`src/rtl/fcsel_pkg.sv`:
```
package fcsel_pkg;

  localparam int unsigned INSTR_W   = 32;
  localparam int unsigned FIELD_W   = 4;
  localparam int unsigned REG_IDX_W = FIELD_W + 1;
  localparam int unsigned NUM_OPND  = 3;

  localparam logic [8:0] OPC_HIGH = 9'b111111100;
  localparam logic [1:0] OPC_MID  = 2'b10;

  // conditional-block policies
  localparam int unsigned ITP_UNDEF = 0;
  localparam int unsigned ITP_FORCE = 1;
  localparam int unsigned ITP_NOP   = 2;

  typedef enum logic [1:0] {
    PREC_NONE   = 2'b00,
    PREC_HALF   = 2'b01,
    PREC_SINGLE = 2'b10,
    PREC_DOUBLE = 2'b11
  } prec_e;

  // control -> datapath strobes
  typedef struct packed {
    logic                 commit;
    logic                 undef;
    logic                 takeFirst;
    prec_e                prec;
    logic [REG_IDX_W-1:0] dstAddr;
  } ctrlStrobe_t;

endpackage

```
`src/rtl/fcsel_cond.sv`:
```
module fcsel_cond (
  input  logic [3:0] condCode,
  input  logic [3:0] nzcv,
  output logic       holds
);
  logic flagN, flagZ, flagC, flagV;
  logic base;

  assign {flagN, flagZ, flagC, flagV} = nzcv;

  // generic 4-bit condition: upper three bits pick a test, LSB inverts it
  always_comb begin
    unique case (condCode[3:1])
      3'd0:    base = flagZ;
      3'd1:    base = flagC;
      3'd2:    base = flagN;
      3'd3:    base = flagV;
      3'd4:    base = flagC & ~flagZ;
      3'd5:    base = (flagN == flagV);
      3'd6:    base = ~flagZ & (flagN == flagV);
      default: base = 1'b1;
    endcase
    holds = (condCode[3:1] == 3'b111) ? 1'b1 : (base ^ condCode[0]);
  end
endmodule

```
`src/rtl/fcsel_ctrl.sv`:
```
module fcsel_ctrl
  import fcsel_pkg::*;
#(
  parameter int unsigned IT_POLICY = ITP_UNDEF
) (
  input  logic [INSTR_W-1:0]   instr,
  input  logic                 instrValid,
  input  logic [3:0]           nzcv,
  input  logic                 fp16En,
  input  logic                 inCondBlock,
  output logic [REG_IDX_W-1:0] rdAddrN,
  output logic [REG_IDX_W-1:0] rdAddrM,
  output ctrlStrobe_t          strobe
);
  logic        opMatch;
  prec_e       prec;
  logic        isDouble;
  logic [1:0]  selCode;
  logic [3:0]  condCode;
  logic        condHolds;
  logic        sizeBad;
  logic        bankBad;
  logic        itUndef, itForce, itSkip;
  logic        decodeUndef;

  logic [FIELD_W-1:0]   regField [NUM_OPND];
  logic                 regExtra [NUM_OPND];
  logic [REG_IDX_W-1:0] wordAddr [NUM_OPND];
  logic [NUM_OPND-1:0]  highBank;

  assign opMatch = (instr[31:23] == OPC_HIGH) && (instr[11:10] == OPC_MID)
                && !instr[6] && !instr[4];

  assign prec     = prec_e'(instr[9:8]);
  assign isDouble = (prec == PREC_DOUBLE);

  // operand 0: destination, 1: first source, 2: second source
  assign regField[0] = instr[15:12];
  assign regExtra[0] = instr[22];
  assign regField[1] = instr[19:16];
  assign regExtra[1] = instr[7];
  assign regField[2] = instr[3:0];
  assign regExtra[2] = instr[5];

  generate
    for (genvar g = 0; g < NUM_OPND; g++) begin : g_index
      // narrow: extra bit is LSB; wide: extra bit is MSB of the pair index,
      // pair k lives at single 2k
      assign wordAddr[g] = isDouble ? {regField[g], 1'b0}
                                    : {regField[g], regExtra[g]};
      assign highBank[g] = isDouble & regExtra[g];
    end
  endgenerate

  // 2-bit selector widened to the 4-bit condition space
  assign selCode  = instr[21:20];
  assign condCode = {selCode, selCode[1] ^ selCode[0], 1'b0};

  fcsel_cond u_cond (
    .condCode (condCode),
    .nzcv     (nzcv),
    .holds    (condHolds)
  );

  generate
    if (IT_POLICY == ITP_FORCE) begin : g_itForce
      assign itUndef = 1'b0;
      assign itForce = inCondBlock;
      assign itSkip  = 1'b0;
    end else if (IT_POLICY == ITP_NOP) begin : g_itNop
      assign itUndef = 1'b0;
      assign itForce = 1'b0;
      assign itSkip  = inCondBlock;
    end else begin : g_itUndef
      assign itUndef = inCondBlock;
      assign itForce = 1'b0;
      assign itSkip  = 1'b0;
    end
  endgenerate

  assign sizeBad     = (prec == PREC_NONE) || ((prec == PREC_HALF) && !fp16En);
  assign bankBad     = |highBank;
  assign decodeUndef = sizeBad || bankBad || itUndef;

  assign rdAddrN = wordAddr[1];
  assign rdAddrM = wordAddr[2];

  always_comb begin
    strobe.commit    = instrValid && opMatch && !decodeUndef && !itSkip;
    strobe.undef     = instrValid && opMatch && decodeUndef;
    strobe.takeFirst = condHolds || itForce;
    strobe.prec      = prec;
    strobe.dstAddr   = wordAddr[0];
  end
endmodule

```
`src/rtl/fcsel_dpath.sv`:
```
module fcsel_dpath
  import fcsel_pkg::*;
#(
  parameter int unsigned WORD_W = 32
) (
  input  logic                 clk,
  input  logic                 rstN,
  input  ctrlStrobe_t          strobe,
  input  logic [2*WORD_W-1:0]  rdDataN,
  input  logic [2*WORD_W-1:0]  rdDataM,
  output logic                 wrEn,
  output logic                 wrDouble,
  output logic [REG_IDX_W-1:0] wrAddr,
  output logic [2*WORD_W-1:0]  wrData,
  output logic                 undefOut
);
  localparam int unsigned DW     = 2 * WORD_W;
  localparam int unsigned HALF_W = WORD_W / 2;

  logic [DW-1:0] picked;
  logic [DW-1:0] shaped;

  // operand choice is a plain mux: no data-dependent timing
  assign picked = strobe.takeFirst ? rdDataN : rdDataM;

  always_comb begin
    unique case (strobe.prec)
      PREC_HALF:   shaped = {{(DW-HALF_W){1'b0}}, picked[HALF_W-1:0]};
      PREC_SINGLE: shaped = {{(DW-WORD_W){1'b0}}, picked[WORD_W-1:0]};
      default:     shaped = picked;
    endcase
  end

  always_ff @(posedge clk or negedge rstN) begin
    if (!rstN) begin
      wrEn     <= 1'b0;
      wrDouble <= 1'b0;
      wrAddr   <= '0;
      wrData   <= '0;
      undefOut <= 1'b0;
    end else begin
      wrEn     <= strobe.commit;
      wrDouble <= strobe.commit && (strobe.prec == PREC_DOUBLE);
      wrAddr   <= strobe.commit ? strobe.dstAddr : '0;
      wrData   <= strobe.commit ? shaped : '0;
      undefOut <= strobe.undef;
    end
  end
endmodule

```
`src/rtl/fp_cond_select.sv`:
```
module fp_cond_select
  import fcsel_pkg::*;
#(
  parameter int unsigned WORD_W    = 32,
  parameter int unsigned IT_POLICY = ITP_UNDEF
) (
  input  logic                 clk,
  input  logic                 rstN,
  input  logic [INSTR_W-1:0]   instr,
  input  logic                 instrValid,
  input  logic [3:0]           nzcv,
  input  logic                 fp16En,
  input  logic                 inCondBlock,
  output logic [REG_IDX_W-1:0] rdAddrN,
  input  logic [2*WORD_W-1:0]  rdDataN,
  output logic [REG_IDX_W-1:0] rdAddrM,
  input  logic [2*WORD_W-1:0]  rdDataM,
  output logic                 wrEn,
  output logic                 wrDouble,
  output logic [REG_IDX_W-1:0] wrAddr,
  output logic [2*WORD_W-1:0]  wrData,
  output logic                 undefOut
);
  ctrlStrobe_t strobe;

  fcsel_ctrl #(.IT_POLICY(IT_POLICY)) u_ctrl (
    .instr       (instr),
    .instrValid  (instrValid),
    .nzcv        (nzcv),
    .fp16En      (fp16En),
    .inCondBlock (inCondBlock),
    .rdAddrN     (rdAddrN),
    .rdAddrM     (rdAddrM),
    .strobe      (strobe)
  );

  fcsel_dpath #(.WORD_W(WORD_W)) u_dpath (
    .clk      (clk),
    .rstN     (rstN),
    .strobe   (strobe),
    .rdDataN  (rdDataN),
    .rdDataM  (rdDataM),
    .wrEn     (wrEn),
    .wrDouble (wrDouble),
    .wrAddr   (wrAddr),
    .wrData   (wrData),
    .undefOut (undefOut)
  );
endmodule

```
`config.mk`:
```
export PLATFORM = sky130hd
export DESIGN_NAME = fp_cond_select
export DESIGN_NICKNAME = d
export VERILOG_FILES = /design/src/rtl/fcsel_pkg.sv /design/src/rtl/fcsel_cond.sv /design/src/rtl/fcsel_ctrl.sv /design/src/rtl/fcsel_dpath.sv /design/src/rtl/fp_cond_select.sv
export SDC_FILE = /design/constraint.sdc
export NUM_CORES = 1
export LEC_CHECK = 0
export ABC_AREA = 1
export BUFFER_PORTS_ARGS = -buffer_cell sky130_fd_sc_hd__buf_2
export CAP_MARGIN = 10
export CORE_AREA = 3 3 96 98
export DETAILED_ROUTE_END_ITERATION = 8
export DIE_AREA = 0 0 99 101
export PLACE_DENSITY_LB_ADDON = 0.08
export SETUP_SLACK_MARGIN = 0.4
export SYNTH_ARGS = -nofsm -noshare
export SYNTH_HDL_FRONTEND = slang
export SYNTH_SLANG_ARGS = --single-unit
```
`constraint.sdc`:
```
create_clock -name clk -period 0.95 [get_ports clk]
set_input_delay 0.19 -clock clk [delete_from_list [all_inputs] [get_ports clk]]
set_output_delay 0.19 -clock clk [all_outputs]
set_load 0.03 [all_outputs]
```
# [Word-level counts from Yosys, hierarchy flattened]
# Cells that the tools add are included.
# W data, S select, Z words.
[totals] regBits=72 inputBits=169 word_cells=52
[classes] n_eq_ne=13 mux=9 n_bitwise=7 n_reduce_logical=18
[op_table] cell="$mux W64" n=2
[op_table] cell="$pmux W64 S2" n=1
[op_table] cell="$eq A3 B3 Y1 const B" n=4
[op_table] cell="$eq A9 B9 Y1 const B" n=1
[op_table] cell="$logic_and A1 B1 Y1" n=8
[op_table] cell="$pmux W1 S7" n=1
[op_table] cell="$eq A2 B2 Y1 const B" n=3
[op_table] cell="$eq A3 B2 Y1 const B" n=2
[op_table] cell="$and A1 B1 Y1" n=5
[op_table] cell="$mux W5" n=1
[op_table] cell="$logic_not A1 Y1" n=4
[op_table] cell="$mux W1" n=4
[op_table] cell="$eq A3 B1 Y1 const B" n=1
[op_table] cell="$logic_not A3 Y1" n=1
[op_table] cell="$logic_or A1 B1 Y1" n=3
[op_table] cell="$reduce_or A3 Y1" n=1
[op_table] cell="$eq A2 B1 Y1 const B" n=1
[op_table] cell="$logic_not A2 Y1" n=1
[op_table] cell="$eq A1 B1 Y1" n=1
[op_table] cell="$not A1 Y1" n=1
[op_table] cell="$xor A1 B1 Y1" n=1

# [Logic depth before layout (Yosys ltp)]
# Gate-level depths: netlist of the first run.
[logic_depth] ltp_word=8 depth_mapped=10 depth_no_buf=9

# [By module]
# A second synthesis of the first run with hierarchy kept.
[hier_totals] hier_cells=482 hier_area_um2=3548.4
[by_module_without_submodules] module="fcsel_dpath" n_inst=1 cells_each=398 area_per_inst_um2=3135.5
[by_module_without_submodules] module="fcsel_ctrl" n_inst=1 cells_each=55 area_per_inst_um2=279.0
[by_module_without_submodules] module="fcsel_cond" n_inst=1 cells_each=29 area_per_inst_um2=133.9

# [Worst setup path after synthesis of the first run]
# Ideal clock, no wire load.
[synth_path] path_kind="in2reg" startpoint="input port instr[8]" endpoint="register u_dpath.wrData[53]" t_arrival_ns=1.287 required_time_ns=0.879 slack_ns=-0.409 cell_stages=9 cell_sequence="ha_1 > nand2_1 > nand3_2 > nor2_2 > nand3_4 > nor2_4 > buf_6 > nand2_1 > nor2_1"
[synth_between] elab_chain_cells=8
[synth_lines] item="start: declaration" line_no="fp_cond_select.sv:9" rtl="input logic [INSTR_W-1:0] instr,"
[synth_lines] item="$eq A2 B2 Y1 or $eq A2 B1 Y1 (tied branches)" line_no="fcsel_ctrl.sv:35, fcsel_ctrl.sv:81, fcsel_dpath.sv:27"
[synth_lines] item="$and A1 B1 Y1 or $logic_and A1 B1 Y1 (tied branches)" line_no="fcsel_ctrl.sv:51, fcsel_ctrl.sv:81"
[synth_lines] item="$reduce_or A3 Y1 or $logic_or A1 B1 Y1 (tied branches)" line_no="fcsel_ctrl.sv:82, fcsel_ctrl.sv:81"
[synth_lines] item="$logic_or A1 B1 Y1 (2 in series)" line_no="fcsel_ctrl.sv:83" rtl="assign decodeUndef = sizeBad || bankBad || itUndef;"
[synth_lines] item="$logic_not A1 Y1" line_no="fcsel_ctrl.sv:89" rtl="strobe.commit = instrValid && opMatch && !decodeUndef && !itSkip;"
[synth_lines] item="$logic_and A1 B1 Y1" line_no="fcsel_ctrl.sv:89"
[synth_lines] item="$mux W64 (*)" line_no="fcsel_dpath.sv:45" rtl="wrData <= strobe.commit ? shaped : '0;"
[synth_lines] item="end signal: assignment" line_no="fcsel_dpath.sv:45"
[synth_lines] item="end: declaration" line_no="fcsel_dpath.sv:14" rtl="output logic [2*WORD_W-1:0] wrData,"
# Mark *: on every way between the ends. The rest lies on a longest branch, timed or not.

# [Final worst setup path of the first run]
[layout_path] startpoint="input port instr[8]" endpoint="register u_dpath.wrData[55]"
# The elaborated chain is that of the path after synthesis.

==> results, run 1 <==
- The combined area of the multi-input logic cells is 1540 um^2.
- The internal power of the cells totals slightly below 5000 uW.
- The routed length per placed instance is between 10 and 15 um.
- The H-tree was split into 3 levels.
- The final number of hold-violating endpoints is 72.
- Data on the critical path is required at its endpoint by approximately 1.2 ns.
- The starting DRC count in detailed routing is 47.
- The sequential cell fraction of total power is a little under half.
- The cell occurring most often along the worst timing path is sky130_fd_sc_hd__nor2_4.
- The slowest stage of the critical path belongs to the cell sky130_fd_sc_hd__ha_4.
- The net count after synthesis is ~650.
- Setup violations remaining at the end of the flow were counted as around 140.
- The worst path uses 124.9% of the clock period.
- The first global-routing pass estimated between 15 and 20 mm of wire.
- The via count of the first global-routing pass is about 3600.
- VDD sags by at most just over 0.0005 V.
- During placement, the flow inserted port buffers numbering between 200 and 250.
- After clock tree synthesis, the clock-pin slew on the worst setup and hold paths is 0.07 ns.
- The proportion of power drawn by combinational gates is 17.9%.
- The synthesized design spends more area on one cell type than any other, namely sky130_fd_sc_hd__dfrtp_1.
- The HPWL after detailed placement is 7.474 mm.
- Cells with a size suffix above 1 make up 56.09% of the layout.
- The worst setup path is captured at a register.
- The analysis attributes to net switching a power of between 1500 and 2000 uW.
- The pre-antenna-repair detailed-routing pass consisted of 4 iterations.
- The leakage power total is around 0.0033 uW.
- With fillers left out, the area of the finished cells amounts to 6136 um^2.
- The tightest hold path in the finished design has a slack of -0.1532 ns.
- The min-delay analysis places its worst path in the category in2async.
- The run finished, with violations left.
- The number of placement rows is 34.
- The routability congestion estimate from global placement is just under 0.8.
- The flip-flop and latch count after synthesis is 72.
- Walking the worst path, the cells encountered are buf_8 -> ha_4 -> nand2_1 -> nand3_2 -> nor2_4 -> nand3_4 -> nor2_4 -> buf_6 -> buf_12 -> nand2_2 -> nor2_2.
- Of the total power, the share spent switching nets is roughly a quarter.
- The mapped cell area is about 3600 um^2.
- The worst setup path is of the in2reg kind.
- The final reports fail on hold timing, setup timing.
- The root cell of the clock tree is sky130_fd_sc_hd__clkbuf_8.
- The number of antenna violations at the first check in global routing is 0.
- The total clock buffers created by CTS is 9.
- The number of diodes added for antenna fixing is 0.
- The final worst-path setup slack is -0.2365 ns.
- The routed design has between 10 and 15 mm of wire.
- The layout filler cell count is approximately 680.
- Sorting the synthesized cells by area gives the leading types as sky130_fd_sc_hd__dfrtp_1 51%, sky130_fd_sc_hd__nor2_1 15%, sky130_fd_sc_hd__nand2_1 14%.
- The mean cell area of the mapped netlist is 7.502 um^2.
- The die area is 9999 um^2.
- The area growth from synthesis to layout is 72.19%.
- During I/O placement, the number of pins put on the boundary was around 250.
- The shortest clock period the worst path allows after layout is 1.187 ns.
- The transition at the pin with the smallest max-transition slack is roughly 0.39 ns.
- The final route contains between 3000 and 4000 vias.
- The remaining max-slew budget at the tightest pin is about three quarters.
- The distinct cell type count of the synthesized netlist is 18.
- The share of the synthesized area in the top cell type is between 50% and 60%.
- The clock share of power is a little over a third.
- The sequential cell area in the final layout is ~1900 um^2.
- TritonCTS built the clock tree.
- In this run the cell area measured after placement is approximately 5000 um^2.
- The final-report max-slew violation count was 0.
- The total overflow reported by the global router is 0.
- The initial utilization of the core area, before any placement, comes to about two fifths.
- For this design the ratio of total power to cell area is roughly 1100 nW/um^2.
- For the worst setup path, the data arrival time is ~1.5 ns.
- Synthesis produced a netlist whose cell count is ~480.
- Derived from the worst setup path, the maximum achievable clock frequency is approximately 840 MHz.
- Once detail routing completed, the nets flagged for antenna violations numbered 0.
- Setup total negative slack on the finished layout was measured at -19.43 ns.
- Summing the sequential cell areas from Yosys gives 50.56% of the chip area.
- The via density per instance is between 4 and 5.
- During synthesis, Yosys emitted a total of 0 warnings.
- The die boundary width is 99 um.
- Max-cap violations in this run came to 0.
- For this run, the slowest stage of the critical path takes 0.17 ns.
- The die is 101 um tall.
- The number of nets in the layout is 899.
- The buffer levels on the longest clock path is 2.
- Global routing used approximately 20% of the available tracks across all layers.
- Along the worst path, the maximum fanout reaches 7.
- Setup repair after global routing could not meet its margin everywhere.
- The number of sinks on the clock net is 72.
- The startpoint kind of the worst setup timing path is an input port.
- The total area inside the core boundary comes to around 8600 um^2.
- The pin count of the biggest net entering global routing is 73.
- The DRC violation count after routing is 0.
==> critical path: cells and delay by family <==
family	cells	cell delay, ns
fa+ha+maj	1	0.17
simple gates	7	0.70
buf+inv	3	0.38
==> layout make-up <==
| type | instances | share of cell area [%] |
|---|---|---|
| clock inverters | 4 | 0.7341 |
| well taps | 108 | 2.202 |
| clock buffers | 12 | 2.202 |
| repair buffers | 266 | 34.30 |
| flip-flops and latches | 72 | 30.81 |
| inverters | 72 | 4.649 |
| multi-input cells | 305 | 25.10 |
==> stage by stage <==
stage / hold slack (ns) / worst slack, ns / cells / utilization [%] / total power, uW
3_5_place_dp: 0.2372 / -0.6031 / 808 / 58.82 / 4164
3_3_place_gp: 0.2335 / -0.5417 / 808 / 58.82 / 4147
6_report: -0.1532 / -0.2365 / 839 / 71.76 / 6504
2_1_floorplan: -0.1056 / -0.3395 / 475 / - / 3705
5_1_grt: -0.1160 / -0.3170 / 839 / 71.76 / 6862
4_1_cts: -0.1382 / -0.1942 / 835 / 68.89 / 6542
==> sequential cells by signal, indices dropped and copies added (netlist names) <==
name / count
u_dpath.wrData: 64
u_dpath.wrAddr: 5
u_dpath.undefOut: 1
u_dpath.wrDouble: 1
u_dpath.wrEn: 1
==> kinds of logic after synthesis <==
logic type               synth area share (%)
adder cells (fa/ha/maj)                 1.405
AND/OR/NAND/NOR                         34.73
buffers and inverters                   13.17
AO/OA/AOI/OAI                          0.1403
flip-flops                              50.56
==> cell usage after synthesis <==
cell type,n
sky130_fd_sc_hd__nand3b_1,17
sky130_fd_sc_hd__nand3_2,1
sky130_fd_sc_hd__buf_6,6
sky130_fd_sc_hd__buf_4,13
sky130_fd_sc_hd__ha_1,4
sky130_fd_sc_hd__inv_2,2
sky130_fd_sc_hd__nand2_2,2
sky130_fd_sc_hd__buf_2,6
sky130_fd_sc_hd__dfrtp_1,72
sky130_fd_sc_hd__nor2_1,142
sky130_fd_sc_hd__inv_1,70
sky130_fd_sc_hd__nand2_1,131
sky130_fd_sc_hd__clkbuf_1,1
sky130_fd_sc_hd__o21ai_1,1
sky130_fd_sc_hd__nand3_1,2
sky130_fd_sc_hd__nor2_4,2
sky130_fd_sc_hd__nor2_2,2
sky130_fd_sc_hd__nand3_4,1
==> worst max-delay path by stage <==
stage | startpoint | endpoint | cells past startpoint
2_1_floorplan | instr[8] | u_dpath.wrData[53]$_DFF_PN0_ | 9
3_3_place_gp | instr[9] | u_dpath.wrData[48]$_DFF_PN0_ | 11
3_5_place_dp | instr[9] | u_dpath.wrData[45]$_DFF_PN0_ | 11
4_1_cts | instr[8] | u_dpath.wrData[41]$_DFF_PN0_ | 12
5_1_grt | instr[8] | u_dpath.wrData[59]$_DFF_PN0_ | 11
6_report | instr[8] | u_dpath.wrData[55]$_DFF_PN0_ | 11
==> power groups by stage <==
stage          clock, uW  combinational, uW  sequential [uW]
6_report            2280               1170             3060
5_1_grt             2490               1310             3060
4_1_cts             2360               1120             3060
3_5_place_dp           0               1040             3120
3_3_place_gp           0               1030             3120
2_1_floorplan          0                583             3120
==> timing repair <==
action / CTS / global route
gates cloned: 2 / 2
setup endpoints to repair: 146 / 146
hold endpoints to repair: 72 / 72
gates resized for setup: 176 / 57
setup buffers: 9 / 2
pin swaps: 11 / 19
==> layout by cell type, fill, tap and decap left out, types with 2 or more instances in the layout <==
cell type                   synthesis  routed
sky130_fd_sc_hd__clkbuf_1           1       3
sky130_fd_sc_hd__nand2_1          131     109
sky130_fd_sc_hd__buf_4             13      14
sky130_fd_sc_hd__buf_8              0       2
sky130_fd_sc_hd__buf_6              6      82
sky130_fd_sc_hd__inv_4              0       2
sky130_fd_sc_hd__nand2_4            0      14
sky130_fd_sc_hd__nand3_1            2       2
sky130_fd_sc_hd__inv_1             70      67
sky130_fd_sc_hd__inv_6              0       2
sky130_fd_sc_hd__buf_2              6     156
sky130_fd_sc_hd__nor2_1           142     120
sky130_fd_sc_hd__buf_12             0       8
sky130_fd_sc_hd__clkbuf_8           0       9
sky130_fd_sc_hd__clkinv_2           0       3
sky130_fd_sc_hd__buf_16             0       2
sky130_fd_sc_hd__nand3b_1          17      17
sky130_fd_sc_hd__dfrtp_2            0      71
sky130_fd_sc_hd__ha_4               0       2
sky130_fd_sc_hd__nand2_2            2      10
sky130_fd_sc_hd__clkbuf_16          0       2
sky130_fd_sc_hd__nor2_4             2      10
sky130_fd_sc_hd__nor2_2             2      16
==> routing by layer <==
metal | routed length (um) | global-route usage (%)
met2 | 5575 | 36.05
met1 | 4055 | 23.06
met5 | 0 | 0
met4 | 290 | 9.034
met3 | 825 | 4.360
(Power assumes the default switching activity.)
==> run 2: changes to the inputs <==
- ABC_AREA: 1 -> not set
- CORE_AREA: 3 3 96 98 -> 3 3 95 97
- DIE_AREA: 0 0 99 101 -> 0 0 98 100
==> run 2 against run 1 <==
Compared with the run above:
- design area grew 1.3%
- critical path depth decreased by 2
- the run still ends with hold timing, setup timing left
- sequential power hardly changed
- combinational power increased by 13%
- highest routed layer unchanged
- final cell count decreased by 16%
- largest cell class unchanged
- fmax down 11%
- global-route usage grew 5.3 points
- count of clock-buffer cells in the layout did not move
- sequential cell count did not move
- via count rose by 2.4%
- non-clock buffer count rose by 14
- largest power group unchanged
==> results, run 2 <==
- The proportion of layout cells with a drive suffix above 1 is between 70 and 80%.
- The leakage power total is 0.002867 uW.
- sky130_fd_sc_hd__dfrtp_1 is the most common cell in the netlist.
- The number of sinks on the clock net is 72.
- The number of antenna violations at the first check in global routing is 1.
- The count of nets left with antenna violations once routing finished came out at 0.
- The final hold slack is -0.1587 ns.
- Port buffering added approximately 230 buffers.
- The commonest register cell after synthesis is sky130_fd_sc_hd__dfrtp_1.
- For this design the ratio of total power to cell area is roughly 1100 nW/um^2.
- The final number of hold-violating endpoints is between 70 and 80.
- The clock edge transition at the registers on the reported setup and hold paths is approximately 0.080 ns.
- After layout, the minimum clock period comes to around 1.3 ns.
- The number of buffers and inverters on the critical path is 4.
- The buffer levels on the longest clock path is 2.
- The layout filler cell count is between 500 and 600.
- The DRC violation count after routing is 0.
- Setup repair after global routing could not meet its margin everywhere.
- The first global-routing pass estimated just under 20 mm of wire.
- The maximum net fanout on the critical path is 8.
- By count the netlist is led by 72 x sky130_fd_sc_hd__dfrtp_1, 65 x sky130_fd_sc_hd__nand3_1, 64 x sky130_fd_sc_hd__o21ai_0.
- The routed length per placed instance is 18.36 um.
- The mapped cell area is 3331 um^2.
- The via density per instance is about 5.4.
- The synthesized design spends more area on one cell type than any other, namely sky130_fd_sc_hd__dfrtp_1.
- The signal on the critical path passes through buf_12 -> inv_12 -> ha_4 -> or2_4 -> a2111oi_4 -> buf_4 -> nand3_4 -> buf_16 -> a21oi_4.
- The average instance in the mapped netlist occupies ~9.7 um^2.
- For this configuration, the core starts out at a cell density of around two fifths.
- The starting DRC count in detailed routing is roughly 110.
- The cell type group with the largest total delay on the critical path is buffers and inverters.
- The required arrival time at the worst endpoint is ~1.2 ns.
- After layout, the worst setup slack is -0.3817 ns.
- The sequential area share after synthesis is approximately 54%.
- The number of non-filler instances in the completed layout is ~700.
- The max-capacitance violation count is 0.
- The die is about 98 um wide.
- The flip-flop and latch count after synthesis is between 70 and 80.
- Summed over its instances, the top area cell type makes up a little over half of the synthesized netlist area.
- The pin count of the biggest net entering global routing is between 70 and 80.
- In this run, CTS created clock tree buffers numbering 9.
- The final reports fail on hold timing, setup timing.
- The post-placement worst setup slack is -0.8474 ns.
- From bottom edge to top edge, the die measures 100 um.
- The remaining max-slew budget at the tightest pin is a little under 70%.
- After floorplanning, the core was sized to cover about 8200 um^2.
- In the layout the commonest cells are 156 x sky130_fd_sc_hd__buf_2, 85 x sky130_fd_sc_hd__buf_6, 64 x sky130_fd_sc_hd__nand3_1, 64 x sky130_fd_sc_hd__o21ai_0, 60 x sky130_fd_sc_hd__a21oi_2.
- The Yosys step of the flow raised 0 warnings.
- The die area is between 9000 and 10000 um^2.
- Ranked by total cell area, the synthesized netlist is headed by sky130_fd_sc_hd__dfrtp_1 54%, sky130_fd_sc_hd__nand3_1 9.8%, sky130_fd_sc_hd__o21ai_0 9.6%.
- From synthesis to final layout, the design area changed by 86.66%.
- The number of H-tree levels is 3.
- The cell count after placement is ~670.
- The maximum clock frequency is 750.9 MHz.
- The register ranked first by flip-flop count is u_dpath.wrData.
- The fraction of the cycle the final worst path needs is 140.2%.
- The detailed-routing iteration count for the pre-antenna-repair pass is 6.
- The root cell of the clock tree is sky130_fd_sc_hd__clkbuf_8.
- Overall power consumption after layout is estimated at 6699 uW.
- The proportion of register bits with asynchronous set or reset after synthesis is between 90% and 100%.
- For the pin with the worst max-slew slack, the measured transition is 0.4691 ns.
- The critical path is of the in2reg type.
- The routed wire length is 12.98 mm.
- The number of I/O pins is between 200 and 300.
- The worst vdd rail ir drop is about 0.00061 V.
- The data arrival time of the critical path is approximately 1.6 ns.
- The number of cells produced by synthesis is 344.
- In this run, distinct cell masters in the synthesized netlist total 31.
- Leaving out fill and tap cells, the most frequent cell in the layout is sky130_fd_sc_hd__buf_2.
- Measured on the finished design, the core utilization comes to between 70% and 80%.
- The final-report max-slew violation count is 0.
- The initialized floorplan defines 33 standard-cell rows.
- Setup violations remaining at the end of the flow were counted as 145.
- The flip-flop count of the largest register, all copies and words added is 64.
- The via count of the first global-routing pass was between 3000 and 4000.
- STA classifies the critical path startpoint as an input port.
- Among all stages on the critical path, the largest delay is contributed by sky130_fd_sc_hd__or2_4.
- At the end of routability-driven placement, the weighted congestion stood at between 0.7 and 0.8.
- STA classifies the critical path endpoint as a register.
- The count of flip-flops with a built-in enable after synthesis is 0.
- The net count after synthesis is about 520.
- The HPWL after detailed placement is between 8 and 9 mm.
- The final route contains between 3000 and 4000 vias.
- The total overflow reported by the global router is 0.
- The largest registers in the layout are u_dpath.wrData: 64 flops, u_dpath.wrAddr: 5 flops.
- The run finished, with violations left.
- The all-layer global routing usage is roughly 25%.
- TritonCTS built the clock tree.
- In this run the worst hold path is classified as in2async.
- At the end of the flow, the number of nets in the layout was 769.
- In this design, the stage delay of the slowest critical-path cell is between 0.2 and 0.25 ns.
-- run 2: cell types whose count changed in the layout (fill, tap and decap cells not counted), moves of 14 or more --
cell / before / now
sky130_fd_sc_hd__a21oi_2: 0 / 60
sky130_fd_sc_hd__nor2_1: 120 / 1
sky130_fd_sc_hd__nor2_2: 16 / 0
sky130_fd_sc_hd__nand2_4: 14 / 0
sky130_fd_sc_hd__dfrtp_2: 71 / 52
sky130_fd_sc_hd__nand2_1: 109 / 1
sky130_fd_sc_hd__nand3b_1: 17 / 0
sky130_fd_sc_hd__dfrtp_1: 1 / 20
sky130_fd_sc_hd__o21ai_0: 0 / 64
sky130_fd_sc_hd__inv_1: 67 / 4
sky130_fd_sc_hd__nand3_1: 2 / 64
-- run 2: timing repair --
action | in CTS | in global routing
buffers inserted | 10 | 4
endpoints found under the hold margin | 72 | 72
endpoints found under the setup margin | 146 | 146
pin swaps | 8 | 4
cloned | 5 | 0
gates resized for setup | 224 | 16
-- run 2: area by class of cell --
| cell class | count | area, um^2 | share of cell area, % |
|---|---|---|---|
| Timing Repair Buffer | 280 | 2273 | 36.57 |
| Tap cell | 105 | 131.4 | 2.113 |
| Antenna cell | 1 | 2.502 | 0.04025 |
| Clock buffer | 12 | 135.1 | 2.173 |
| Inverter | 7 | 51.30 | 0.8251 |
| Sequential cell | 72 | 1867 | 30.03 |
| Clock inverter | 4 | 47.55 | 0.7647 |
| Multi-Input combinational cell | 226 | 1709 | 27.49 |
-- run 2: how the worst max path moves through the flow --
| stage | startpoint | to | slack, ns | cells after the start |
|---|---|---|---|---|
| 4_1_cts | instr[9] | u_dpath.wrData[58]$_DFF_PN0_ | -0.37 | 9 |
| 6_report | instr[9] | u_dpath.wrData[47]$_DFF_PN0_ | -0.38 | 9 |
| 3_3_place_gp | instr[9] | u_dpath.wrData[18]$_DFF_PN0_ | -0.76 | 9 |
| 3_5_place_dp | instr[9] | u_dpath.wrData[19]$_DFF_PN0_ | -0.85 | 9 |
| 5_1_grt | instr[9] | u_dpath.wrData[47]$_DFF_PN0_ | -0.42 | 9 |
| 2_1_floorplan | instr[9] | u_dpath.wrData[22]$_DFF_PN0_ | -0.62 | 7 |
-- run 2: cells by family (layout without fill, tap and decap cells) --
| kind of cell | after synthesis | in the layout | synth area share [%] |
|---|---|---|---|
| AO/OA/AOI/OAI | 135 | 135 | 22.80 |
| AND/OR/NAND/NOR | 86 | 86 | 14.84 |
| flip-flops | 72 | 72 | 54.09 |
| buffers and inverters | 46 | 303 | 6.499 |
| adder cells (fa/ha/maj) | 4 | 4 | 1.503 |
| XOR/XNOR | 1 | 1 | 0.2630 |
| other | 0 | 1 | 0 |
-- run 2: layer usage --
| metal | global-route usage (%) | vias to the layer above | wire, um |
|---|---|---|---|
| met5 | 0 | - | 0 |
| met4 | 11.71 | 0 | 399 |
| met3 | 6.185 | 28 | 1012 |
| met2 | 44.87 | 199 | 6728 |
| met1 | 29.35 | 1839 | 4837 |
| li1 | - | 1724 | - |
-- run 2: metrics by stage --
step	TNS (ns)	area (um^2)
finish	-32.02	6217
global route	-36.62	6217
CTS	-31.67	6106
detailed placement	-52.73	4956
global placement	-50.23	4956
floorplan	-39.45	3516
-- run 2: power by group --
part,switching [uW],internal [uW],leakage (uW)
clock network,1110,1210,0.0000904
logic,744,576,0.00186
registers,0.0168,3060,0.000919
total,1850,4850,0.00287
==> run 3: changes to the inputs <==
- REMOVE_ABC_BUFFERS: not set -> 1
==> run 3 against run 2 <==
Compared with the run above:
- the flow still finishes with violations (hold timing, setup timing)
- critical path depth rose by 1
- first-iteration DRC count fell by 11%
- sequential power barely moved
- combinational power fell by 5%
- global-route usage fell by 1.3 points
- sequential cell count did not move
- critical endpoint is now u_dpath.wrData[0]$_DFF_PN0_
==> results, run 3 (synthesis results as in run 2) <==
- The run finished, with violations left.
- The final reports fail on hold timing, setup timing.
- Once placement finished, the instance area stood at about 4800 um^2.
- After legalization and detailed placement, the total HPWL measured around 8.3 mm.
- The vias after detailed routing is between 3000 and 4000.
- The total overflow reported by the global router is 0.
- The critical path endpoint category is a register.
- In the routed layout, each cell is associated on average with a via count of 5.266.
- The remaining max-slew budget at the tightest pin is 76.49%.
- The all-layer global routing usage is between 20 and 25%.
- For this design the top-level I/O count stands at 251.
- Setup repair after global routing could not meet its margin everywhere.
- The buffer levels on the longest clock path is 2.
- The pre-antenna-repair detailed-routing pass consisted of 4 iterations.
- The fraction of the cycle the final worst path needs is 138.7%.
- Max-cap violations in this run came to 0.
- The first routing iteration left 99 violations.
- The finished cells cover 5858 um^2.
- Port buffering added about 230 buffers.
- The power density relative to cell area is around 1200 nW/um^2.
- TritonCTS created 9 clock buffers.
- The effective utilization at floorplan is approximately two fifths.
- The wire length of the first global-routing pass is 19.11 mm.
- The CTS tree is done.
- The DRC violation count after routing is 0.
- The maximum clock frequency is between 700 and 800 MHz.
- Setup violations remaining at the end of the flow were counted as 146.
- The worst setup path is launched from an input port.
- The number of antenna violations at the first check in global routing is 0.
- The kind of critical path is in2reg.
- The transition at the pin with the smallest max-transition slack is between 0.3 and 0.4 ns.
- The H-tree was split into 3 levels.
- u_dpath.wrData holds more flip-flops than any other register.
- The die covers just under 10000 um^2.
- Of all nets on the critical path, the largest fanout is 4.
- The critical path starts at instr[9].
- The final layout contains around 760 nets.
- The leakage power total is 0.002905 uW.
- The class of the tightest hold or removal check is in2async.
- The library cell used most frequently in the layout, excluding fill and tap cells, is sky130_fd_sc_hd__buf_2.
- The count of nets left with antenna violations once routing finished came out at 0.
- From left edge to right edge, the die measures around 100 um.
- The routed length per placed instance is about 18 um.
- Relative to the synthesized area, the layout overhead comes to 75.88%.
- The final-report max-slew violation count is 0.
- The root cell of the clock tree is sky130_fd_sc_hd__clkbuf_8.
- At the end of routability-driven placement, the weighted congestion stood at between 0.8 and 0.9.
- The floorplan die height is about 100 um.
- 0 antenna diodes ended up in the layout.
- The library cells used most frequently in the layout, excluding fill and tap cells, are 156 x sky130_fd_sc_hd__buf_2, 80 x sky130_fd_sc_hd__buf_6, 72 x sky130_fd_sc_hd__dfrtp_1, 65 x sky130_fd_sc_hd__nand3_1, 64 x sky130_fd_sc_hd__o21ai_0.
- The pin count of the biggest net entering global routing is 47.
- The register with the most flip-flops in the layout has 64 of them.
- For the worst setup path, the data required time is approximately 1.2 ns.
- The largest registers in the layout are u_dpath.wrData: 64 flops, u_dpath.wrAddr: 5 flops.
- Across all setup checks in the final design, the least slack found is -0.3679 ns.
- The floorplan has 33 rows.
- The worst vdd rail ir drop is roughly 0.00076 V.
- The final number of hold-violating endpoints is between 70 and 80.
- The clock edge transition at the registers on the reported setup and hold paths is ~0.09 ns.
- The number of sinks on the clock net is between 70 and 80.
- The core box area is between 8000 and 9000 um^2.
- The routed wire length is about 12 mm.
- Setup total negative slack on the finished layout was measured at -27.61 ns.
- The via count of the first global-routing pass is 3773.
- The data arrival time of the critical path is between 1.5 and 2 ns.
- The routed design could run at a clock period as short as 1.318 ns.
- The proportion of layout cells with a drive suffix above 1 is approximately three fifths.
- Hold timing on the final database bottoms out at a slack of -0.1827 ns.
[run 3: report_power, final]
part / leakage [uW] / internal, uW / switching, uW
clock: 0.0000989 / 1290 / 1200
sequential: 0.00101 / 3060 / 0.0164
combinational: 0.00180 / 570 / 679
[run 3: path summary, 6_finish.rpt]
| kind | endpoint | slack, ns |
|---|---|---|
| worst max-delay path | u_dpath.wrData[0]$_DFF_PN0_ | -0.37 |
| worst min-delay path | u_dpath.wrData[40]$_DFF_PN0_ | -0.18 |
| max in group asynchronous | u_dpath.undefOut$_DFF_PN0_ | 0.91 |
| min in group clk | u_dpath.wrData[41]$_DFF_PN0_ | 0.09 |
[run 3: stage by stage]
| step | hold slack (ns) | utilization [%] | setup WS (ns) | total power, uW | std cells |
|---|---|---|---|---|---|
| after floorplan | -0.1056 | - | -2.423 | 3557 | 305 |
| after global placement | 0.1791 | 58.54 | -0.7276 | 4229 | 673 |
| after detailed placement | 0.1819 | 58.54 | -0.7709 | 4238 | 673 |
| after CTS | -0.1921 | 69.48 | -0.3719 | 6792 | 696 |
| after global routing | -0.1895 | 71.30 | -0.4023 | 7107 | 700 |
| final | -0.1827 | 71.30 | -0.3679 | 6810 | 700 |
[run 3: layer usage]
metal / track usage, % / wire length, um / vias up
li1: - / - / 1712
met1: 28.86 / 4480 / 1760
met2: 41.26 / 6525 / 197
met3: 8.200 / 1182 / 17
met4: 7.668 / 221 / 0
met5: 0 / 0 / -
[run 3: final cells by class]
type | count | area, um^2
clock buffers | 10 | 137.6
clock inverters | 6 | 67.56
fillers | 634 | 2359
inverters | 7 | 33.78
multi-input cells | 226 | 1524
flip-flops and latches | 72 | 1802
well taps | 105 | 131.4
repair buffers | 274 | 2162
[run 3: what timing repair did]
item                                   4_1_cts  5_1_grt
gates cloned                                 2        1
setup endpoints to repair                  146      146
endpoints found under the hold margin       72       72
resized for setup                          183       23
setup buffers                                5        3
pin swaps                                    4        5
[run 3: worst max-delay path, cell delays in order]
cell,delay [ns]
sky130_fd_sc_hd__buf_8,0.09
sky130_fd_sc_hd__inv_6,0.03
sky130_fd_sc_hd__ha_4,0.14
sky130_fd_sc_hd__or2_4,0.23
sky130_fd_sc_hd__a2111oi_4,0.23
sky130_fd_sc_hd__buf_4,0.18
sky130_fd_sc_hd__buf_4,0.13
sky130_fd_sc_hd__nand2_8,0.08
sky130_fd_sc_hd__clkbuf_16,0.16
sky130_fd_sc_hd__a21oi_2,0.10
